### config.mk
export PLATFORM = sky130hd
export DESIGN_NAME = lim_ctr_timer
export DESIGN_NICKNAME = d
export VERILOG_FILES = /design/src/rtl/tmr_pkg.sv /design/src/rtl/tmr_decode.sv /design/src/rtl/tmr_limit_reg.sv /design/src/rtl/tmr_counter.sv /design/src/rtl/tmr_flags.sv /design/src/rtl/lim_ctr_timer.sv
export SDC_FILE = /design/constraint.sdc
export NUM_CORES = 1
export LEC_CHECK = 0
export BUFFER_PORTS_ARGS = -buffer_cell sky130_fd_sc_hd__buf_4
export CORE_ASPECT_RATIO = 0.5
export CORE_UTILIZATION = 51
export CTS_CLUSTER_SIZE = 8
export DETAILED_ROUTE_END_ITERATION = 10
export PLACE_DENSITY = 0.76
export SLEW_MARGIN = 20
export SYNTH_ARGS = -nofsm -noshare
export SYNTH_HDL_FRONTEND = slang
export SYNTH_SLANG_ARGS = --single-unit
### constraint.sdc
create_clock -name clk -period 2.4 [get_ports clk]
set_clock_uncertainty 0.05 [all_clocks]
set_input_delay 0.48 -clock clk [delete_from_list [all_inputs] [get_ports clk]]
set_output_delay 0.48 -clock clk [all_outputs]
set_load 0.05 [all_outputs]
### src/rtl/tmr_pkg.sv
package tmr_pkg;
  localparam int DATA_W = 32;

  typedef enum logic [2:0] {
    W_LIMIT      = 3'd0,
    W_COUNT      = 3'd1,
    W_LIMIT_KEEP = 3'd2,
    W_STATUS     = 3'd3,
    W_AUX        = 3'd4
  } word_e;

  typedef struct packed {
    logic rd_limit;
    logic wr_limit;
    logic wr_keep;
    logic rd_count;
  } bus_op_t;

  // place a unit count at its bit position inside a data word
  function automatic logic [DATA_W-1:0] place_units(input logic [DATA_W-1:0] units,
                                                    input int unsigned frac);
    return units << frac;
  endfunction

  // extract the unit field from a data word
  function automatic logic [DATA_W-1:0] take_units(input logic [DATA_W-1:0] word,
                                                   input int unsigned frac,
                                                   input int unsigned uw);
    logic [DATA_W-1:0] m;
    m = (DATA_W'(1) << uw) - DATA_W'(1);
    return (word >> frac) & m;
  endfunction
endpackage

### src/rtl/tmr_decode.sv
module tmr_decode
  import tmr_pkg::*;
(
  input  logic       sel,
  input  logic       wr,
  input  logic [4:0] addr,
  output word_e      word,
  output bus_op_t    op
);
  always_comb begin
    word = word_e'(addr[4:2]);
    op = '0;
    if (sel) begin
      op.rd_limit = !wr && (word == W_LIMIT);
      op.wr_limit =  wr && (word == W_LIMIT);
      op.wr_keep  =  wr && (word == W_LIMIT_KEEP);
      op.rd_count = !wr && (word == W_COUNT);
    end
  end
endmodule

### src/rtl/tmr_limit_reg.sv
module tmr_limit_reg
  import tmr_pkg::*;
#(
  parameter int UW   = 22,
  parameter int FRAC = 9
) (
  input  logic              clk,
  input  logic              rst_n,
  input  logic              load,
  input  logic [DATA_W-1:0] wdata,
  output logic [UW-1:0]     lim_u
);
  always_ff @(posedge clk) begin
    if (!rst_n)    lim_u <= '0;
    else if (load) lim_u <= UW'(take_units(wdata, FRAC, UW));
  end

  a_r4_limit_load: assert property (@(posedge clk) disable iff (!rst_n)
    load |=> lim_u == UW'($past(wdata) >> FRAC));
  a_r10_limit_hold: assert property (@(posedge clk) disable iff (!rst_n)
    !load |=> $stable(lim_u));
endmodule

### src/rtl/tmr_counter.sv
module tmr_counter #(
  parameter int UW = 22
) (
  input  logic          clk,
  input  logic          rst_n,
  input  logic          tick,
  input  logic          restart,
  input  logic [UW-1:0] lim_u,
  output logic [UW-1:0] cnt_u,
  output logic          hit
);
  localparam logic [UW-1:0] MAX_U = {UW{1'b1}};

  logic [UW-1:0] target;
  logic [UW-1:0] nxt;
  logic          at_end;

  always_comb begin
    target = (lim_u == '0) ? MAX_U : lim_u;
    at_end = (cnt_u == target) || (cnt_u == MAX_U);
    nxt    = cnt_u + UW'(1);
    hit    = tick && !restart && !at_end && (nxt == target);
  end

  always_ff @(posedge clk) begin
    if (!rst_n)       cnt_u <= '0;
    else if (restart) cnt_u <= '0;
    else if (tick)    cnt_u <= at_end ? '0 : nxt;
  end

  a_r4_restart_zero: assert property (@(posedge clk) disable iff (!rst_n)
    restart |=> cnt_u == '0);
  a_r2_hold_no_tick: assert property (@(posedge clk) disable iff (!rst_n)
    (!tick && !restart) |=> $stable(cnt_u));
  a_r8_wrap_at_max: assert property (@(posedge clk) disable iff (!rst_n)
    (tick && !restart && cnt_u == MAX_U) |=> cnt_u == '0);
  a_r7_hit_lands: assert property (@(posedge clk) disable iff (!rst_n)
    hit |=> cnt_u == $past(target));
endmodule

### src/rtl/tmr_flags.sv
module tmr_flags (
  input  logic clk,
  input  logic rst_n,
  input  logic hit,
  input  logic clr_irq,
  input  logic clr_reached,
  output logic reached,
  output logic irq
);
  always_ff @(posedge clk) begin
    if (!rst_n) begin
      reached <= 1'b0;
      irq     <= 1'b0;
    end else begin
      if (hit)              reached <= 1'b1;
      else if (clr_reached) reached <= 1'b0;
      if (hit)              irq <= 1'b1;
      else if (clr_irq)     irq <= 1'b0;
    end
  end

  a_r7_hit_sets: assert property (@(posedge clk) disable iff (!rst_n)
    hit |=> (irq && reached));
  a_r6_irq_fall_cause: assert property (@(posedge clk) disable iff (!rst_n)
    $fell(irq) |-> $past(clr_irq));
  a_r6_reached_fall_cause: assert property (@(posedge clk) disable iff (!rst_n)
    $fell(reached) |-> $past(clr_reached));
endmodule

### src/rtl/lim_ctr_timer.sv
module lim_ctr_timer
  import tmr_pkg::*;
#(
  parameter int CNT_W = 31,
  parameter int FRAC  = 9
) (
  input  logic        clk,
  input  logic        rst_n,
  input  logic        tick_en,
  input  logic        bus_sel,
  input  logic        bus_wr,
  input  logic [4:0]  bus_addr,
  input  logic [31:0] bus_wdata,
  output logic [31:0] bus_rdata,
  output logic        irq
);
  localparam int UW = CNT_W - FRAC;

  word_e         word;
  bus_op_t       op;
  logic [UW-1:0] lim_u;
  logic [UW-1:0] cnt_u;
  logic          hit;
  logic          reached;
  logic          clr_irq;

  assign clr_irq = op.rd_limit || op.wr_limit;

  tmr_decode u_dec (
    .sel(bus_sel), .wr(bus_wr), .addr(bus_addr), .word(word), .op(op)
  );

  tmr_limit_reg #(.UW(UW), .FRAC(FRAC)) u_lim (
    .clk(clk), .rst_n(rst_n), .load(op.wr_limit || op.wr_keep),
    .wdata(bus_wdata), .lim_u(lim_u)
  );

  tmr_counter #(.UW(UW)) u_cnt (
    .clk(clk), .rst_n(rst_n), .tick(tick_en), .restart(op.wr_limit),
    .lim_u(lim_u), .cnt_u(cnt_u), .hit(hit)
  );

  tmr_flags u_flg (
    .clk(clk), .rst_n(rst_n), .hit(hit), .clr_irq(clr_irq),
    .clr_reached(op.rd_limit), .reached(reached), .irq(irq)
  );

  always_comb begin
    bus_rdata = '0;
    if (op.rd_limit)
      bus_rdata = place_units(DATA_W'(lim_u), FRAC);
    else if (op.rd_count)
      bus_rdata = place_units(DATA_W'(cnt_u), FRAC) | {reached, 31'd0};
  end

  a_r3_low_bits_zero: assert property (@(posedge clk) disable iff (!rst_n)
    bus_rdata[FRAC-1:0] == '0);
  a_r10_undecoded_read_zero: assert property (@(posedge clk) disable iff (!rst_n)
    (bus_sel && !bus_wr && bus_addr[4:2] != 3'd0 && bus_addr[4:2] != 3'd1)
      |-> bus_rdata == '0);
  a_r6_limit_bit31_zero: assert property (@(posedge clk) disable iff (!rst_n)
    (bus_sel && !bus_wr && bus_addr[4:2] == 3'd0) |-> !bus_rdata[31]);
endmodule

Word-level counts from Yosys, hierarchy flattened
Index checks and enable logic that the tools add are counted.
Cells by class
  equality and inequality tests: 5
  add/sub/neg operators: 1
  bitwise logic cells: 2
  mux-type cells: 9
  reductions and logical operators: 18
Operator list (number)
  $mux 32: 2
  $eq 22x22->1: 2
  $mux 22: 2
  $or 31x32->32: 1
  $add 22x1->22 const B: 1
  $eq 22x22->1 const B: 1
  $logic_not 22->1: 1
  $logic_and 1x1->1: 7
  $mux 1: 4
  $mux 4: 1
  $reduce_bool 2->1: 2
  $eq 3x1->1 const B: 1
  $eq 3x2->1 const B: 1
  $logic_not 1->1: 3
  $logic_not 3->1: 1
  $logic_or 1x1->1: 3
  $reduce_or 2->1: 1
  $not 1->1: 1
Storage, ports and cells
  logic and storage cells: 39
  output and inout port bits: 33
  flip-flop bits (word level): 46
  input bits: 42

Logic depth before layout (Yosys ltp)
Gate-level depths: netlist of run 1.
  depth in word-level cells: 8
  mapped depth: 11

Cells and area by module
A second synthesis of run 1 with hierarchy kept.
Unflattened totals
  cells, all modules: 465
  area, all modules: 3982.6 sq um
Modules (own cells, without submodules)
  tmr_counter: cells an instance 334, instances 1, area each 2626.3 sq um, sequential area each 440.4 sq um
  tmr_limit_reg: cells an instance 71, instances 1, area each 857.1 sq um, sequential area each 440.4 sq um
  lim_ctr_timer: cells an instance 45, instances 1, area each 347.8 sq um, sequential area each 0.0 sq um
  tmr_flags: cells an instance 6, instances 1, area each 82.6 sq um, sequential area each 40.0 sq um
  tmr_decode: cells an instance 9, instances 1, area each 68.8 sq um, sequential area each 0.0 sq um

Worst setup path after synthesis of run 1
No wires, ideal clock.
  path kind: input to output
  start: in bus_wr
  end: out bus_rdata[11]
  path buffers: 2
  path slack: -0.314 ns
  required time: 1.870 ns
  cell stages on the path: 4
  arrival time: 2.184 ns
  cells stage by stage: or4b_2 -> clkbuf_1 -> clkbuf_1 -> nor2_1
Between the ends
  word-level cells in the longest chain between the ends: 5
  elaborated cells on any way between the ends: 6
RTL lines
  start: declaration: RTL line lim_ctr_timer.sv:11  | input logic bus_wr,
  $logic_not 1->1 *: RTL line tmr_decode.sv:14, tmr_decode.sv:17
  $logic_and 1x1->1: RTL line tmr_decode.sv:17  | op.rd_count = !wr && (word == W_COUNT);
  $mux 4 *: RTL line tmr_decode.sv:13  | if (sel) begin
  $mux 32: RTL line lim_ctr_timer.sv:52  | else if (op.rd_count)
  $mux 32 *: RTL line lim_ctr_timer.sv:50  | if (op.rd_limit)
  end: declaration: RTL line lim_ctr_timer.sv:14  | output logic [31:0] bus_rdata,
Every way passes the cells marked *; elsewhere a longest branch is shown, timed or not.

Worst setup path in the final report of run 1
  start: reg u_cnt.cnt_u[0]
  end: reg u_flg.reached
Between the ends
  word-level cells in the longest chain between the ends: 6
  elaborated cells on any way between the ends: 10
RTL lines
  start: declaration: RTL line tmr_counter.sv:9  | output logic [UW-1:0] cnt_u,
  start signal: assignment: RTL line tmr_counter.sv:28  | else if (tick) cnt_u <= at_end ? '0 : nxt;
  branches (longest 4 deep; another with $add 22x1->22)
  $logic_and 1x1->1 *: RTL line tmr_counter.sv:22  | hit = tick && !restart && !at_end && (nxt == target);
  $mux 1 / $reduce_bool 2->1 (equally long branches)
  end signal: assignment: RTL line tmr_flags.sv:12  | reached <= 1'b0;
  end signal: assignment: RTL line tmr_flags.sv:15  | if (hit) reached <= 1'b1;
  end signal: assignment: RTL line tmr_flags.sv:16  | else if (clr_reached) reached <= 1'b0;
  end: declaration: RTL line tmr_flags.sv:7  | output logic reached,
Mark *: on every way between the ends.
A chain may end at the register's enable or synchronous reset.

==> out/results.txt, run 1 <==
Min-Delay Endpoint: u_lim.lim_u[15]
number of global-route vias before repair: 4288
WL per Instance: 18.7 µm
Max Fclk: 388 MHz
CTS tree: yes
DRT iter0 DRCs: 438
Final Cycle Share: 107%
worst hold start: bus_wdata[24]
critical path, cell by cell: ha_4, nand4_1, or4_4, or3_4, a22oi_2, nor3_1, nor4_2, nand4_1, o21ai_1
Inserted Diodes: 0
Die W: 128 µm
clk slew on worst S/H paths: 0.06 ns
Cell Area, Placed: 5310 µm²
overall power: 2.22 mW
post-synthesis sequential area ratio: 22.7%
clk root buf: clkbuf_16
min cycle time layout: 2.58 ns
1st-pass router iterations: 6
row count: 22
CP max stage cell: or4_4
synthesis-stage register bit count: 46
worst hold stages: 3
vias: 4559
Max FO, Critical Path: 4
IO Count: 75
core box area: 7510 µm²
Syn Std Cell Area: 4060 µm²
DRC Markers: 0
port bufs: 53
clock sinks: 46
CTS Hold Bufs: 0
final WL: 14300 µm
status: finished with violations
largest stage delay on the critical path: 0.51 ns
reg2reg end: u_flg.reached
Worst Path Arrival: 2.75 ns
Power per Cell Area: 381 nW/µm²
share of layout cells above drive strength 1: 40.3%
post-DP HPWL: 10800 µm
RSZ-0062 raised after global routing: true
most frequent CP cell: nand4_1
most frequent cells in the layout: buf_4, nand2_1, dfxtp_1, mux2i_1, a21boi_0
Cell variety after synth: 66
Required @ worst endpoint: 2.57 ns
maxcap violations: 0
Num CTS Buffers: 5
Design Area, Final: 5810 µm²
die area: 8340 µm²
Starting Density: 54.0%
Hold Fails Final Rpt: 0
later-pin clock latency in the skew report: 0.29 ns
post-route setup slack: -0.179 ns
Worst Hold Class: input port to flip-flop
critical path capture point type: flip-flop
ys flop type: dfxtp_1
Crit path max-delay family: simple AND/OR/NAND/NOR gates
Buf/Inv on CP: 0
Antenna Violating Nets Remaining: 0
violated checks: setup timing
Layout Utilization: 77.3%
DIE HEIGHT: 65.1 µm
FF-to-FF path depth: 9
CP startpoint kind: flip-flop
first-pass GRT wire length: 22500 µm
setup slack, reg-to-reg: -0.18 ns
Post-synth EDFFs: 0
Yosys warnings: 0
Critical Path Source: u_cnt.cnt_u[0]
Vias/cell: 5.96
Setup CP Type: flip-flop to flip-flop
initial antenna violation count: 0
commonest non-fill, non-tap cell in the layout: buf_4
nets: 701
deepest clock path buffer count: 2
worst vdd ir: 0.261 mV
CTS H-tree lvls: 2
pin count of the biggest net entering global routing: 25
P_leak: 2.26 nW
cell count after synthesis: 539
gpl congestion: 0.982
GRT overflow: 0
max_slew headroom: 63.1%
P&R area growth vs syn: 43.1%
Slew @ Worst Pin: 0.551 ns
GRT Total Usage: 35.5%
Avg Cell Area, Syn: 7.53 µm²
Post-synth ARST share: 0%
fin. max-slew vios: 0
FF-to-FF Start: u_cnt.cnt_u[0]
Final setup viols: 24
logic make-up after synthesis:
family | synth area share (%)
other cells | 0.0924
compound gates | 19.5
buf+inv | 9.52
fa+ha+maj | 0.308
xor+xnor | 9.83
flops | 22.7
simple gates | 31.1
mux | 6.93
synthesized netlist by cell type (all sizes together), types with 18 or more instances:
master	instances	area share [%]
nand2	75	6.9
buf	44	6.7
xnor2	21	4.5
clkbuf	23	2.1
o21ai	24	3.2
mux2i	27	6.7
nor2	53	5.5
nand4	19	2.9
a21oi	18	2.2
a21boi	24	4.4
nand3	27	4.1
xor2	22	4.7
dfxtp	46	23
how the worst max path moves through the flow:
stage	depth (start not counted)	endpoint
floorplan	4	bus_rdata[31]
global placement	11	u_cnt.cnt_u[4]
detailed placement	11	u_cnt.cnt_u[4]
CTS	11	u_cnt.cnt_u[7]
global route	10	u_flg.irq
finish	9	u_flg.reached
tightest hold or removal path, stage by stage:
cell and delay (ns):
buf_4 0.10, nand2_1 0.04, a21boi_0 0.06
per-stage QoR:
stage	hold slack, ns	setup TNS, ns	instances	setup slack, ns
4_1_cts	0.389	-2.43	763	-0.126
5_1_grt	0.397	-5.20	765	-0.260
6_report	0.387	-3.46	765	-0.179
3_3_place_gp	0.422	-5.61	751	-0.305
2_1_floorplan	0.409	-0.316	547	-0.109
3_5_place_dp	0.436	-6.74	751	-0.357
state kept, by name, summed over array words and instances, names as in the netlist:
signal and count:
u_flg.reached 1, u_flg.irq 1, u_lim.lim_u 22, u_cnt.cnt_u 22
area by class of cell:
class | instances | area [µm²]
clock buffer | 6 | 139
fill | 586 | 1710
inverter | 8 | 30.0
multi-input combinational | 426 | 3190
sequential | 46 | 928
tap | 108 | 135
timing repair buffer | 171 | 1380
where the power goes:
group	switching [mW]	total, mW	internal [mW]
sequential	0.0113	0.787	0.776
combinational	0.406	0.730	0.324
clock	0.295	0.698	0.403
repair_timing:
item	in CTS	in global routing
pin swaps	23	12
gates resized for setup	39	25
endpoints found under the setup margin	27	24
endpoints found under the hold margin	0	0
buffers inserted	3	2
cloned	3	0
metal layers:
layer	share of wire (%)	track usage, %	up-vias
li1	-	-	2129
met1	46	49.6	2111
met2	41	53.9	284
met3	12	9.61	35
met4	1.6	7.79	0
met5	0	5.23	-
Power figures use the tool's default switching activity.
==> run 2: changes to the inputs <==
--- a/config.mk
+++ b/config.mk
@@ -6,11 +6,14 @@
 export NUM_CORES = 1
 export LEC_CHECK = 0
 export BUFFER_PORTS_ARGS = -buffer_cell sky130_fd_sc_hd__buf_4
+export CELL_PAD_IN_SITES_DETAIL_PLACEMENT = 1
+export CELL_PAD_IN_SITES_GLOBAL_PLACEMENT = 2
 export CORE_ASPECT_RATIO = 0.5
-export CORE_UTILIZATION = 51
+export CORE_UTILIZATION = 29
 export CTS_CLUSTER_SIZE = 8
 export DETAILED_ROUTE_END_ITERATION = 10
 export PLACE_DENSITY = 0.76
+export REMOVE_ABC_BUFFERS = 1
 export SLEW_MARGIN = 20
 export SYNTH_ARGS = -nofsm -noshare
 export SYNTH_HDL_FRONTEND = slang
==> run 2 against run 1 <==
Compared with the run above: count of clock-buffer cells in the layout up 2; core utilization down 34 points; power up 4.4%; the flow still finishes with violations (setup timing); largest cell class unchanged.
==> out/results.txt, run 2 (synthesis results as in run 1) <==
Inserted Diodes: 0
CTS tree: yes
post-DP HPWL: 12100 µm
Setup CP Type: flip-flop to flip-flop
CP max stage cell: or4_4
clock sinks: 46
most frequent cells in the layout: buf_4, nand2_1, nor2_1, dfxtp_1, mux2i_1
die area: 14500 µm²
CTS Hold Bufs: 0
Final setup viols: 23
DRC Markers: 0
Cell Area, Placed: 5220 µm²
P_leak: 2.29 nW
nets: 699
violated checks: setup timing
share of layout cells above drive strength 1: 40.0%
core box area: 13600 µm²
fin. max-slew vios: 0
reg2reg end: u_flg.reached
largest stage delay on the critical path: 0.60 ns
vias: 4409
maxcap violations: 0
first-pass GRT wire length: 24600 µm
Final Cycle Share: 107%
Worst Path Arrival: 2.69 ns
Antenna Violating Nets Remaining: 0
Vias/cell: 5.19
Design Area, Final: 5890 µm²
CP startpoint kind: flip-flop
GRT Total Usage: 22.3%
DIE HEIGHT: 85.7 µm
P&R area growth vs syn: 45.0%
status: finished with violations
Die W: 169 µm
overall power: 2.31 mW
GRT overflow: 0
final hold slack: 0.386 ns
CTS H-tree lvls: 2
Crit path max-delay family: simple AND/OR/NAND/NOR gates
clk slew on worst S/H paths: 0.07 ns
Num CTS Buffers: 5
FF-to-FF Start: u_cnt.cnt_u[12]
Worst Hold Class: input port to flip-flop
1st-pass router iterations: 4
critical path capture point type: flip-flop
setup slack, reg-to-reg: -0.16 ns
commonest non-fill, non-tap cell in the layout: buf_4
number of global-route vias before repair: 4443
gpl congestion: 0.907
RSZ-0062 raised after global routing: true
Max FO, Critical Path: 4
WL per Instance: 18.8 µm
later-pin clock latency in the skew report: 0.30 ns
post-placement worst setup slack: -0.208 ns
worst hold start: bus_wdata[29]
Power per Cell Area: 393 nW/µm²
DRT iter0 DRCs: 231
Required @ worst endpoint: 2.53 ns
pin count of the biggest net entering global routing: 24
Min-Delay Endpoint: u_lim.lim_u[20]
min cycle time layout: 2.56 ns
worst hold stages: 3
deepest clock path buffer count: 2
FF-to-FF path depth: 9
Buf/Inv on CP: 1
fillcell total: 1679
Hold Fails Final Rpt: 0
clk root buf: clkbuf_16
post-route setup slack: -0.160 ns
port bufs: 53
worst vdd ir: 0.263 mV
critical path, cell by cell: nand3_1, or4_4, or3_4, buf_6, and4b_1, nor3_2, nor4_2, nand4_1, o21ai_1
Max Fclk: 391 MHz
final WL: 16000 µm
leading registers by flop count: u_cnt.cnt_u x22, u_lim.lim_u x22
Starting Density: 29.9%
initial antenna violation count: 0
IO Count: 75
row count: 30
==> run 2: changes by cell type in the layout (fill, tap and decap cells not counted), sizes merged <==
cell / delta
clkbuf: +2
bufbuf: -1
buf: -1
==> run 2: worst min-delay path: cells and delay by family <==
kind | cells | cell delay (ns)
compound gates | 1 | 0.06
simple gates | 1 | 0.04
buf+inv | 1 | 0.10
==> run 2: through the flow <==
| stage | utilization, % | TNS (ns) | cells |
|---|---|---|---|
| after detailed placement | 38.4 | -3.71 | 834 |
| after floorplan | - | -10.62 | 480 |
| after global routing | 43.3 | -4.51 | 849 |
| after CTS | 41.7 | -1.88 | 844 |
| after global placement | 38.4 | -4.11 | 834 |
| final | 43.3 | -2.09 | 849 |
==> run 2: worst max-delay path by stage <==
stage                     from         endpoint  cells after the start
2_1_floorplan           bus_wr    bus_rdata[10]                      2
3_3_place_gp   u_lim.lim_u[13]  u_cnt.cnt_u[14]                     11
3_5_place_dp    u_cnt.cnt_u[0]    u_flg.reached                     10
4_1_cts         u_cnt.cnt_u[0]    u_flg.reached                      8
5_1_grt        u_cnt.cnt_u[12]    u_flg.reached                      9
6_report       u_cnt.cnt_u[12]    u_flg.reached                      9
==> run 2: power breakdown <==
| part | switching, mW | internal (mW) | leakage [nW] | total, mW |
|---|---|---|---|---|
| clock network | 0.318 | 0.473 | 0.0832 | 0.791 |
| registers | 0.0126 | 0.775 | 0.376 | 0.788 |
| logic | 0.395 | 0.338 | 1.83 | 0.733 |
| total | 0.726 | 1.59 | 2.29 | 2.31 |
==> run 2: area by class of cell <==
class | instances | area (µm²) | share of cell area [%]
clock buffers | 8 | 166 | 2.83
inverters | 8 | 30.0 | 0.510
multi-input cells | 426 | 3170 | 53.8
flip-flops and latches | 46 | 933 | 15.9
well taps | 192 | 240 | 4.08
repair buffers | 169 | 1350 | 22.9
==> run 2: routing by layer <==
layer  track usage (%)  wire length, µm  share of wire, %  up-vias
met1              31.7             8170                51     2196
li1                  -                -                 -     2117
met3              3.55              431               2.7       19
met5                 0                0                 0        -
met2              35.4             7160                45       77
met4              4.67              200               1.3        0
==> run 2: what timing repair did <==
item / 4_1_cts / 5_1_grt
resized for setup: 60 / 42
pin swaps: 32 / 30
cloned: 2 / 0
buffers inserted: 1 / 5
endpoints found under the setup margin: 33 / 45
